File: src/rtl/sfm_pkg.sv
// Package: shared constants and width helpers for the saturating
// fractional multiplier. Assumes nothing beyond integer arithmetic.
package sfm_pkg;

    // Narrowest operand width the array generator supports
    localparam int unsigned SFM_MIN_WIDTH = 4;

    // Width of the unresolved product vectors for an n-bit operand
    function automatic int unsigned sfm_cs_width(input int unsigned n);
        return 2 * n;
    endfunction

endpackage

File: src/rtl/sfm_sat_detect.sv
// Saturation detector: flags the single unrepresentable product, the
// most negative code times itself. Uses only the operands, so it settles
// long before the partial-product array. Assumes N >= 2.
module sfm_sat_detect #(
    parameter int unsigned N = 16
) (
    input  logic [N-1:0] op_a,
    input  logic [N-1:0] op_b,
    output logic         sat
);

    // Both signs set and every magnitude bit clear
    always_comb begin
        sat = op_a[N-1] & op_b[N-1] & ~(|op_a[N-2:0]) & ~(|op_b[N-2:0]);
    end

endmodule

File: src/rtl/sfm_csa.sv
// Carry-save adder: compresses three W-bit vectors into a sum and a
// left-shifted carry vector, with all arithmetic modulo 2^W.
module sfm_csa #(
    parameter int unsigned W = 32
) (
    input  logic [W-1:0] x,
    input  logic [W-1:0] y,
    input  logic [W-1:0] z,
    output logic [W-1:0] s,
    output logic [W-1:0] c
);

    logic [W-1:0] maj;

    // Bitwise full-adder sum and majority
    always_comb begin
        s   = x ^ y ^ z;
        maj = (x & y) | (x & z) | (y & z);
        c   = {maj[W-2:0], 1'b0};
    end

endmodule

File: src/rtl/sfm_pp_array.sv
// Signed partial-product array. It forms N sign-corrected rows plus one
// constant row, then reduces them with a linear chain of carry-save
// adders down to two 2N-bit vectors. The saturation bit then forces the
// vectors so that their sum carries the clamp value. Assumes N >= 4.
module sfm_pp_array #(
    parameter int unsigned N = 16
) (
    input  logic [N-1:0]   op_a,
    input  logic [N-1:0]   op_b,
    input  logic           sat,
    output logic [2*N-1:0] vec_s,
    output logic [2*N-1:0] vec_c
);

    localparam int unsigned W = sfm_pkg::sfm_cs_width(N);

    // Correction row that turns the inverted sign cross terms into the
    // negative weights they stand for: +2^N and +2^(2N-1) modulo 2^W
    localparam logic [W-1:0] CORR_ROW = (W'(1) << N) | (W'(1) << (W-1));

    // Forced sum vector for saturation: bits 2N-3..0 set, so that the
    // product field (bits 2N-2..N-1) reads 0 followed by all ones
    localparam logic [W-1:0] CLAMP_ROW = {2'b00, {(W-2){1'b1}}};

    // One row per multiplier bit
    for (genvar gi = 0; gi < N; gi++) begin : g_row
        logic [W-1:0] r;

        // AND terms; the terms that cross a sign bit are inverted
        always_comb begin
            r = '0;
            for (int j = 0; j < N; j++) begin
                if ((gi == N - 1) != (j == N - 1)) begin
                    r[gi + j] = ~(op_a[gi] & op_b[j]);
                end else begin
                    r[gi + j] = op_a[gi] & op_b[j];
                end
            end
        end
    end

    // Linear reduction: each stage folds in one more row
    for (genvar gk = 0; gk < N - 1; gk++) begin : g_csa
        logic [W-1:0] in0;
        logic [W-1:0] in1;
        logic [W-1:0] s;
        logic [W-1:0] c;

        if (gk == 0) begin : g_first
            assign in0 = CORR_ROW;
            assign in1 = g_row[0].r;
        end else begin : g_next
            assign in0 = g_csa[gk-1].s;
            assign in1 = g_csa[gk-1].c;
        end

        sfm_csa #(.W(W)) u_csa (
            .x (in0),
            .y (in1),
            .z (g_row[gk+1].r),
            .s (s),
            .c (c)
        );
    end

    // Merge the early saturation bit into the carry-save pair
    always_comb begin
        vec_s = sat ? CLAMP_ROW : g_csa[N-2].s;
        vec_c = sat ? '0        : g_csa[N-2].c;
    end

endmodule

File: src/rtl/sfm_cpa.sv
// Final carry-propagate adder: resolves the carry-save pair modulo 2^W.
module sfm_cpa #(
    parameter int unsigned W = 32
) (
    input  logic [W-1:0] x,
    input  logic [W-1:0] y,
    output logic [W-1:0] sum
);

    // Plain two-operand addition, carry out dropped
    always_comb begin
        sum = x + y;
    end

endmodule

File: src/rtl/sat_frac_mul.sv
// Saturating Q(N-1) fractional multiplier, top level.
// Combines the operand-only saturation detector, the sign-corrected
// carry-save array and the final adder. The fraction is bits 2N-2..N-1
// of the resolved product, which is a left shift by one followed by
// truncation. REG_OUT=1 adds one register stage with a synchronous
// active-low reset; REG_OUT=0 leaves clk and rst_n unused.
module sat_frac_mul #(
    parameter int unsigned N       = 16,
    parameter bit          REG_OUT = 1'b1
) (
    input  logic           clk,
    input  logic           rst_n,
    input  logic [N-1:0]   op_a,
    input  logic [N-1:0]   op_b,
    output logic [N-1:0]   prod,
    output logic           sat,
    output logic [2*N-1:0] cs_sum,
    output logic [2*N-1:0] cs_carry
);

    localparam int unsigned W = sfm_pkg::sfm_cs_width(N);

    logic           sat_c;
    logic [W-1:0]   vs_c;
    logic [W-1:0]   vc_c;
    logic [W-1:0]   full_c;
    logic [N-1:0]   prod_c;

    sfm_sat_detect #(.N(N)) u_detect (
        .op_a (op_a),
        .op_b (op_b),
        .sat  (sat_c)
    );

    sfm_pp_array #(.N(N)) u_array (
        .op_a  (op_a),
        .op_b  (op_b),
        .sat   (sat_c),
        .vec_s (vs_c),
        .vec_c (vc_c)
    );

    sfm_cpa #(.W(W)) u_cpa (
        .x   (vs_c),
        .y   (vc_c),
        .sum (full_c)
    );

    // Pick the fractional field out of the resolved product
    always_comb begin
        prod_c = full_c[W-2:N-1];
    end

    if (REG_OUT) begin : g_reg
        // Output register stage, cleared by the synchronous reset
        always_ff @(posedge clk) begin
            if (!rst_n) begin
                prod     <= '0;
                sat      <= 1'b0;
                cs_sum   <= '0;
                cs_carry <= '0;
            end else begin
                prod     <= prod_c;
                sat      <= sat_c;
                cs_sum   <= vs_c;
                cs_carry <= vc_c;
            end
        end
    end else begin : g_comb
        // Combinational pass-through
        always_comb begin
            prod     = prod_c;
            sat      = sat_c;
            cs_sum   = vs_c;
            cs_carry = vc_c;
        end
    end

endmodule

File: config.mk
export PLATFORM = sky130hd
export DESIGN_NAME = sat_frac_mul
export DESIGN_NICKNAME = d
export VERILOG_FILES = /design/src/rtl/sfm_pkg.sv /design/src/rtl/sfm_sat_detect.sv /design/src/rtl/sfm_csa.sv /design/src/rtl/sfm_pp_array.sv /design/src/rtl/sfm_cpa.sv /design/src/rtl/sat_frac_mul.sv
export SDC_FILE = /design/constraint.sdc
export NUM_CORES = 1
export LEC_CHECK = 0
export BUFFER_PORTS_ARGS = -buffer_cell sky130_fd_sc_hd__buf_2
export CORE_UTILIZATION = 40
export CTS_BUF_LIST = sky130_fd_sc_hd__clkbuf_8
export DETAILED_ROUTE_END_ITERATION = 10
export PLACE_DENSITY = 0.69
export SKIP_LAST_GASP = 1
export SYNTH_ARGS = -nofsm -noshare
export SYNTH_HDL_FRONTEND = slang
export SYNTH_SLANG_ARGS = --single-unit
File: constraint.sdc
create_clock -name clk -period 11.7 [get_ports clk]
set_input_delay 1.755 -clock clk [delete_from_list [all_inputs] [get_ports clk]]
set_output_delay 1.755 -clock clk [all_outputs]
set_load 0.01 [all_outputs]
==> qor.yml, run 1 <==
global_route:
  grt.overflow.total: 0
  grt_start_max_net_pins: 59
  antenna_found_initial: 1
  grt_use_total_pct: 16.2
  grt_first_pass_wirelength_mm: 29.3
  grt_pass1_vias: 6180
cts:
  cts_resized: 0
  cts_tree: "yes"
  clock_path_buffers: 2
  htree_levels: 3
  numCtsBuffers: 9
  cts-root-buf: "clkbuf_8"
  cts_num_sinks: 64
  postCtsSetupBuffers: 0
  cts.hold.buffers_added: 0
  clkSlewWorstSetupHoldPaths_ns: 0.08
synth:
  yosys_warnings: 0
  ys.flop_type: "dfxtp_1"
  synth_top_family_by_area: "adder cells"
  synth_top_cell_by_area: "fa_1"
  yosys.area_share.simple_pct: 19.7
  synth.area.mux_share_pct: 0.560
  yosys.area_share.xor_xnor_pct: 0.392
  avgSynthCellArea_um2: 9.61
  syn_area_um2: 8940
  synth-compound-area-share_pct: 3.51
  synth_common_cells: "nand2_1, fa_1, inv_1"
  synth_edf_count: 0
  yosysTopAreaCellShare_pct: 47.2
  synth_most_common_cell: "nand2_1"
  ys_seq_area_share_pct: 14.3
  synth-seq-cells: 64
  async_flop_share_pct: 0
  synthCells: 930
  synth_cell_type_count: 38
  yosys.area_share.adder_pct: 53.3
  synthTopCellsByArea: "fa_1, dfxtp_1, nand2_1"
final_layout:
  finalNetCount: 1257
  areaGrowthSynthToFinish_pct: 8.12
  final_layout_size_suffix_gt1_share_pct: 12.1
placement:
  port_buffers: 98
  hpwl_mm: 14.4
  place.gp.congestion: 0.839
route:
  wirelength_mm: 17.4
  vias: 6215
  vias_per_cell: 4.95
  drt_pass1_iterations: 5
  drc_errors: 0
  ant_nets: 0
  wire_per_inst_um: 13.8
  drt_first_iter_violations: 255
floorplan:
  rows: 54
  dieArea_um2: 23000
  die_height_um: 151
  ios: 115
  start_util_pct: 40.8
  die_w_um: 151
  coreArea_um2: 21900
critical_path:
  worstPathRequired_ns: 11.95
  crit_family: "adder cells"
  max_stage_delay_ns: 0.52
  cp_slowest_cell: "fa_1"
  endpoint_kind: "flop"
  startpoint_type: "input port"
  path_class: "input port to flop"
  cp_data_arrival_time_ns: 10.99
  cpMostUsedCell: "fa_1"
  path_max_fanout: 17
  critPathBufInv: 4
hold_path:
  hp-class: "input port to flop"
sta:
  slew_headroom_pct: 41.1
  worst_pin_slew_ns: 0.883
  finalCritPeriodShare_pct: 91.8
  drv_slew: 0
  finalHoldViolCount: 0
  fmax_mhz: 93.1
  period_needed_ns: 10.74
  setup_violations: 0
  setup-tns-final_ns: 0
  rsz0062_at_grt: "false"
run:
  maxCapViolations: 0
run_status:
  status: "completed"
cell usage in the layout (no fill, tap or decap), types with 3 or more instances in the layout:
cell type,Yosys,routed
nand2_1,224,224
fa_1,211,211
buf_2,4,98
inv_1,81,81
and2_1,75,75
dfxtp_1,64,64
ha_1,43,43
a21oi_1,29,29
nor2_1,26,26
nand2b_1,16,16
conb_1,1,16
and3_1,14,14
clkbuf_8,0,9
nor4_1,7,7
nor3_1,6,6
o21ai_0,5,5
mux2i_1,5,5
o21a_1,5,5
nand4_1,4,4
nor2b_1,3,3
o211ai_1,3,3
nand3_1,3,3
bufinv_16,0,3
through the flow:
stage | utilization (%) | hold slack (ns) | setup slack [ns] | cell area (um^2) | instances
after floorplan | - | 1.90 | 1.00 | 9000 | 945
after global placement | 43.0 | 2.15 | 0.810 | 9420 | 1238
after detailed placement | 43.0 | 2.15 | 0.635 | 9420 | 1238
after CTS | 44.1 | 1.77 | 0.982 | 9660 | 1254
after global routing | 44.2 | 1.82 | 0.556 | 9670 | 1255
final | 44.2 | 1.79 | 0.957 | 9670 | 1255
worst paths after layout:
path	to	depth (start not counted)	slack, ns	start
worst max-delay path	prod[13]	28	0.96	op_b[14]
worst min-delay path	cs_sum[0]	3	1.79	op_a[0]
layer usage:
layer	global-route usage [%]	vias up	wire [um]
met5	0	-	0
met4	3.66	0	204
met3	2.78	16	689
met2	28.4	115	8920
met1	20.9	3224	7550
li1	-	2860	-
area by class of cell:
cell class | instances | area, um^2
diodes | 1 | 2.50
clock buffers | 9 | 124
clock inverters | 7 | 120
fillers | 2138 | 12200
inverters | 81 | 304
multi-input cells | 713 | 6980
flip-flops and latches | 64 | 1280
well taps | 280 | 350
repair buffers | 100 | 505
flip-flops by register name, summed over array words and instances, names as in the netlist:
signal	flops
cs_carry	16
sat	1
prod	16
cs_sum	31
cells by family (layout without fill, tap and decap cells):
family	count (synthesis)	in the layout
AND/OR/NAND/NOR	382	382
adder cells (fa/ha/maj)	254	254
buffers and inverters	168	197
flip-flops	64	64
AO/OA/AOI/OAI	52	52
multiplexers	5	5
XOR/XNOR	4	4
other	1	17
Power of run 1 is not shown: default switching activity piles up to over one toggle a cycle in this logic, so the estimate is an artifact.
==> run 2, diff against run 1 <==
--- a/config.mk
+++ b/config.mk
@@ -10,6 +10,7 @@
 export CTS_BUF_LIST = sky130_fd_sc_hd__clkbuf_8
 export DETAILED_ROUTE_END_ITERATION = 10
 export PLACE_DENSITY = 0.69
+export REMOVE_ABC_BUFFERS = 1
 export SKIP_LAST_GASP = 1
 export SYNTH_ARGS = -nofsm -noshare
 export SYNTH_HDL_FRONTEND = slang
==> constraint.sdc (replaced) <==
create_clock -name clk -period 12.1 [get_ports clk]
set_input_delay 1.815 -clock clk [delete_from_list [all_inputs] [get_ports clk]]
set_output_delay 1.815 -clock clk [all_outputs]
set_load 0.01 [all_outputs]
==> run 2 against run 1 <==
First-iteration DRC count is 21% lower. Clock-buffer cell count grew 4. Routed wire length is 2.5% lower. Via count increased by 0.24%. Cell count is 0.16% lower. Final area down 0.38%. Highest routed layer unchanged.
==> qor.yml, run 2 (same netlist as run 1, synthesis figures left out) <==
run_status:
  status: "completed"  # unchanged
cts:
  clkSlewWorstSetupHoldPaths_ns: 0.07  # was 0.08 ns
  cts-root-buf: "clkbuf_8"  # unchanged
  cts.hold.buffers_added: 0  # unchanged
  postCtsSetupBuffers: 0  # unchanged
  numCtsBuffers: 9  # unchanged
  clock_path_buffers: 2  # unchanged
  cts_resized: 0  # unchanged
  cts_num_sinks: 64  # unchanged
  htree_levels: 3  # unchanged
  cts_tree: "yes"  # unchanged
final_layout:
  design_area_um2: 9630  # was 9670 um^2
  largest_reg_flops: 31  # unchanged
  final_cell_mix: "nand2_1, fa_1, buf_2"  # unchanged
  diodes: 0  # was 1
  top_regs: "cs_sum (31), cs_carry (16), prod (16)"  # unchanged
  finalNetCount: 1256  # was 1257
  fin_util_pct: 44.0  # was 44.2%
  areaGrowthSynthToFinish_pct: 7.71  # was 8.12%
  top_register: "cs_sum"  # unchanged
  final_layout_size_suffix_gt1_share_pct: 12.0  # was 12.1%
  final_common_cell: "nand2_1"  # unchanged
sta:
  whs_ns: 1.83  # was 1.79 ns
  setup_violations: 0  # unchanged
  drv_slew: 0  # unchanged
  fmax_mhz: 92.2
  finalCritPeriodShare_pct: 89.6
  rsz0062_at_grt: "false"  # unchanged
  finalHoldViolCount: 0  # unchanged
  setup-tns-final_ns: 0  # unchanged
  period_needed_ns: 10.84
  slew_headroom_pct: 35.7  # was 41.1%
  worst_pin_slew_ns: 0.965  # was 0.883 ns
critical_path:
  cpMostUsedCell: "fa_1"  # unchanged
  startpoint_type: "input port"  # unchanged
  worstPathRequired_ns: 12.36  # was 11.95 ns
  setup.worst_path.end: "prod[13]"  # unchanged
  cp_data_arrival_time_ns: 11.10  # was 10.99 ns
  path_class: "input port to flop"  # unchanged
  endpoint_kind: "flop"  # unchanged
  startpoint: "op_b[14]"  # unchanged
  path_max_fanout: 17  # unchanged
  max_stage_delay_ns: 0.54  # was 0.52 ns
  cp_slowest_cell: "fa_1"  # unchanged
global_route:
  grt.overflow.total: 0  # unchanged
  grt_first_pass_wirelength_mm: 29.1  # was 29.3 mm
  grt_use_total_pct: 16.1  # was 16.2%
  grt_pass1_vias: 6261  # was 6180
  antenna_found_initial: 0  # was 1
  grt_start_max_net_pins: 59  # unchanged
route:
  vias: 6230  # was 6215
  vias_per_cell: 4.97  # was 4.95
  ant_nets: 0  # unchanged
  wire_per_inst_um: 13.5  # was 13.8 um
  wirelength_mm: 16.9  # was 17.4 mm
  drt_first_iter_violations: 201  # was 255
  drc_errors: 0  # unchanged
  drt_pass1_iterations: 4  # was 5
placement:
  place.gp.congestion: 0.804  # was 0.839
  port_buffers: 98  # unchanged
  hpwl_mm: 13.8  # was 14.4 mm
  dpl_cell_area_um2: 9410  # was 9420 um^2
run:
  maxCapViolations: 0  # unchanged
hold_path:
  hold_depth: 3  # unchanged
  min_from: "op_a[0]"  # unchanged
  hp-class: "input port to flop"  # unchanged
floorplan:
  ios: 115  # unchanged
  dieArea_um2: 23000  # unchanged
  start_util_pct: 40.8  # unchanged
  die_height_um: 151  # unchanged
  die_w_um: 151  # unchanged
  rows: 54  # unchanged
  coreArea_um2: 21900  # unchanged
[run 2: changes by cell type in the layout (fill, tap and decap cells not counted), sizes merged]
cell	previous run	this run
buf	100	99
clkinv	3	1
inv	81	82
clkbuf	9	13
diode	1	0
bufinv	3	1
clkinvlp	1	0
[run 2: final cells by class]
class,count,area (um^2)
Clock inverter,3,38.8
Clock buffer,13,179
Inverter,81,304
Multi-Input combinational cell,713,6980
Sequential cell,64,1280
Timing Repair Buffer,99,498
Tap cell,280,350
Fill cell,2214,12300
[run 2: per-layer routing]
metal	routed length [um]	share of wire (%)	global-route usage [%]
met1	7570	45	21.1
met2	8550	50	27.9
met3	627	3.7	2.57
met4	185	1.1	3.66
met5	0	0	0
[run 2: worst min-delay path by stage]
stage	to	slack, ns
after global routing	cs_sum[0]	1.87
after detailed placement	cs_sum[6]	2.21
after floorplan	prod[6]	1.93
after CTS	cs_sum[0]	1.82
final	cs_sum[0]	1.83
after global placement	cs_sum[1]	2.21
[run 2: worst max-delay path, delay by kind of cell]
family / cells / cell delay (ns)
simple gates: 4 / 0.58
fa+ha+maj: 17 / 7.41
buf+inv: 4 / 0.39
compound gates: 3 / 0.90
[run 2: through the flow]
| step | worst slack (ns) | std cells |
|---|---|---|
| after floorplan | 1.66 | 858 |
| after global placement | 1.09 | 1237 |
| after detailed placement | 0.998 | 1237 |
| after CTS | 1.34 | 1253 |
| after global routing | 0.868 | 1253 |
| final | 1.26 | 1253 |
Power of run 2 is left out for the same reason.
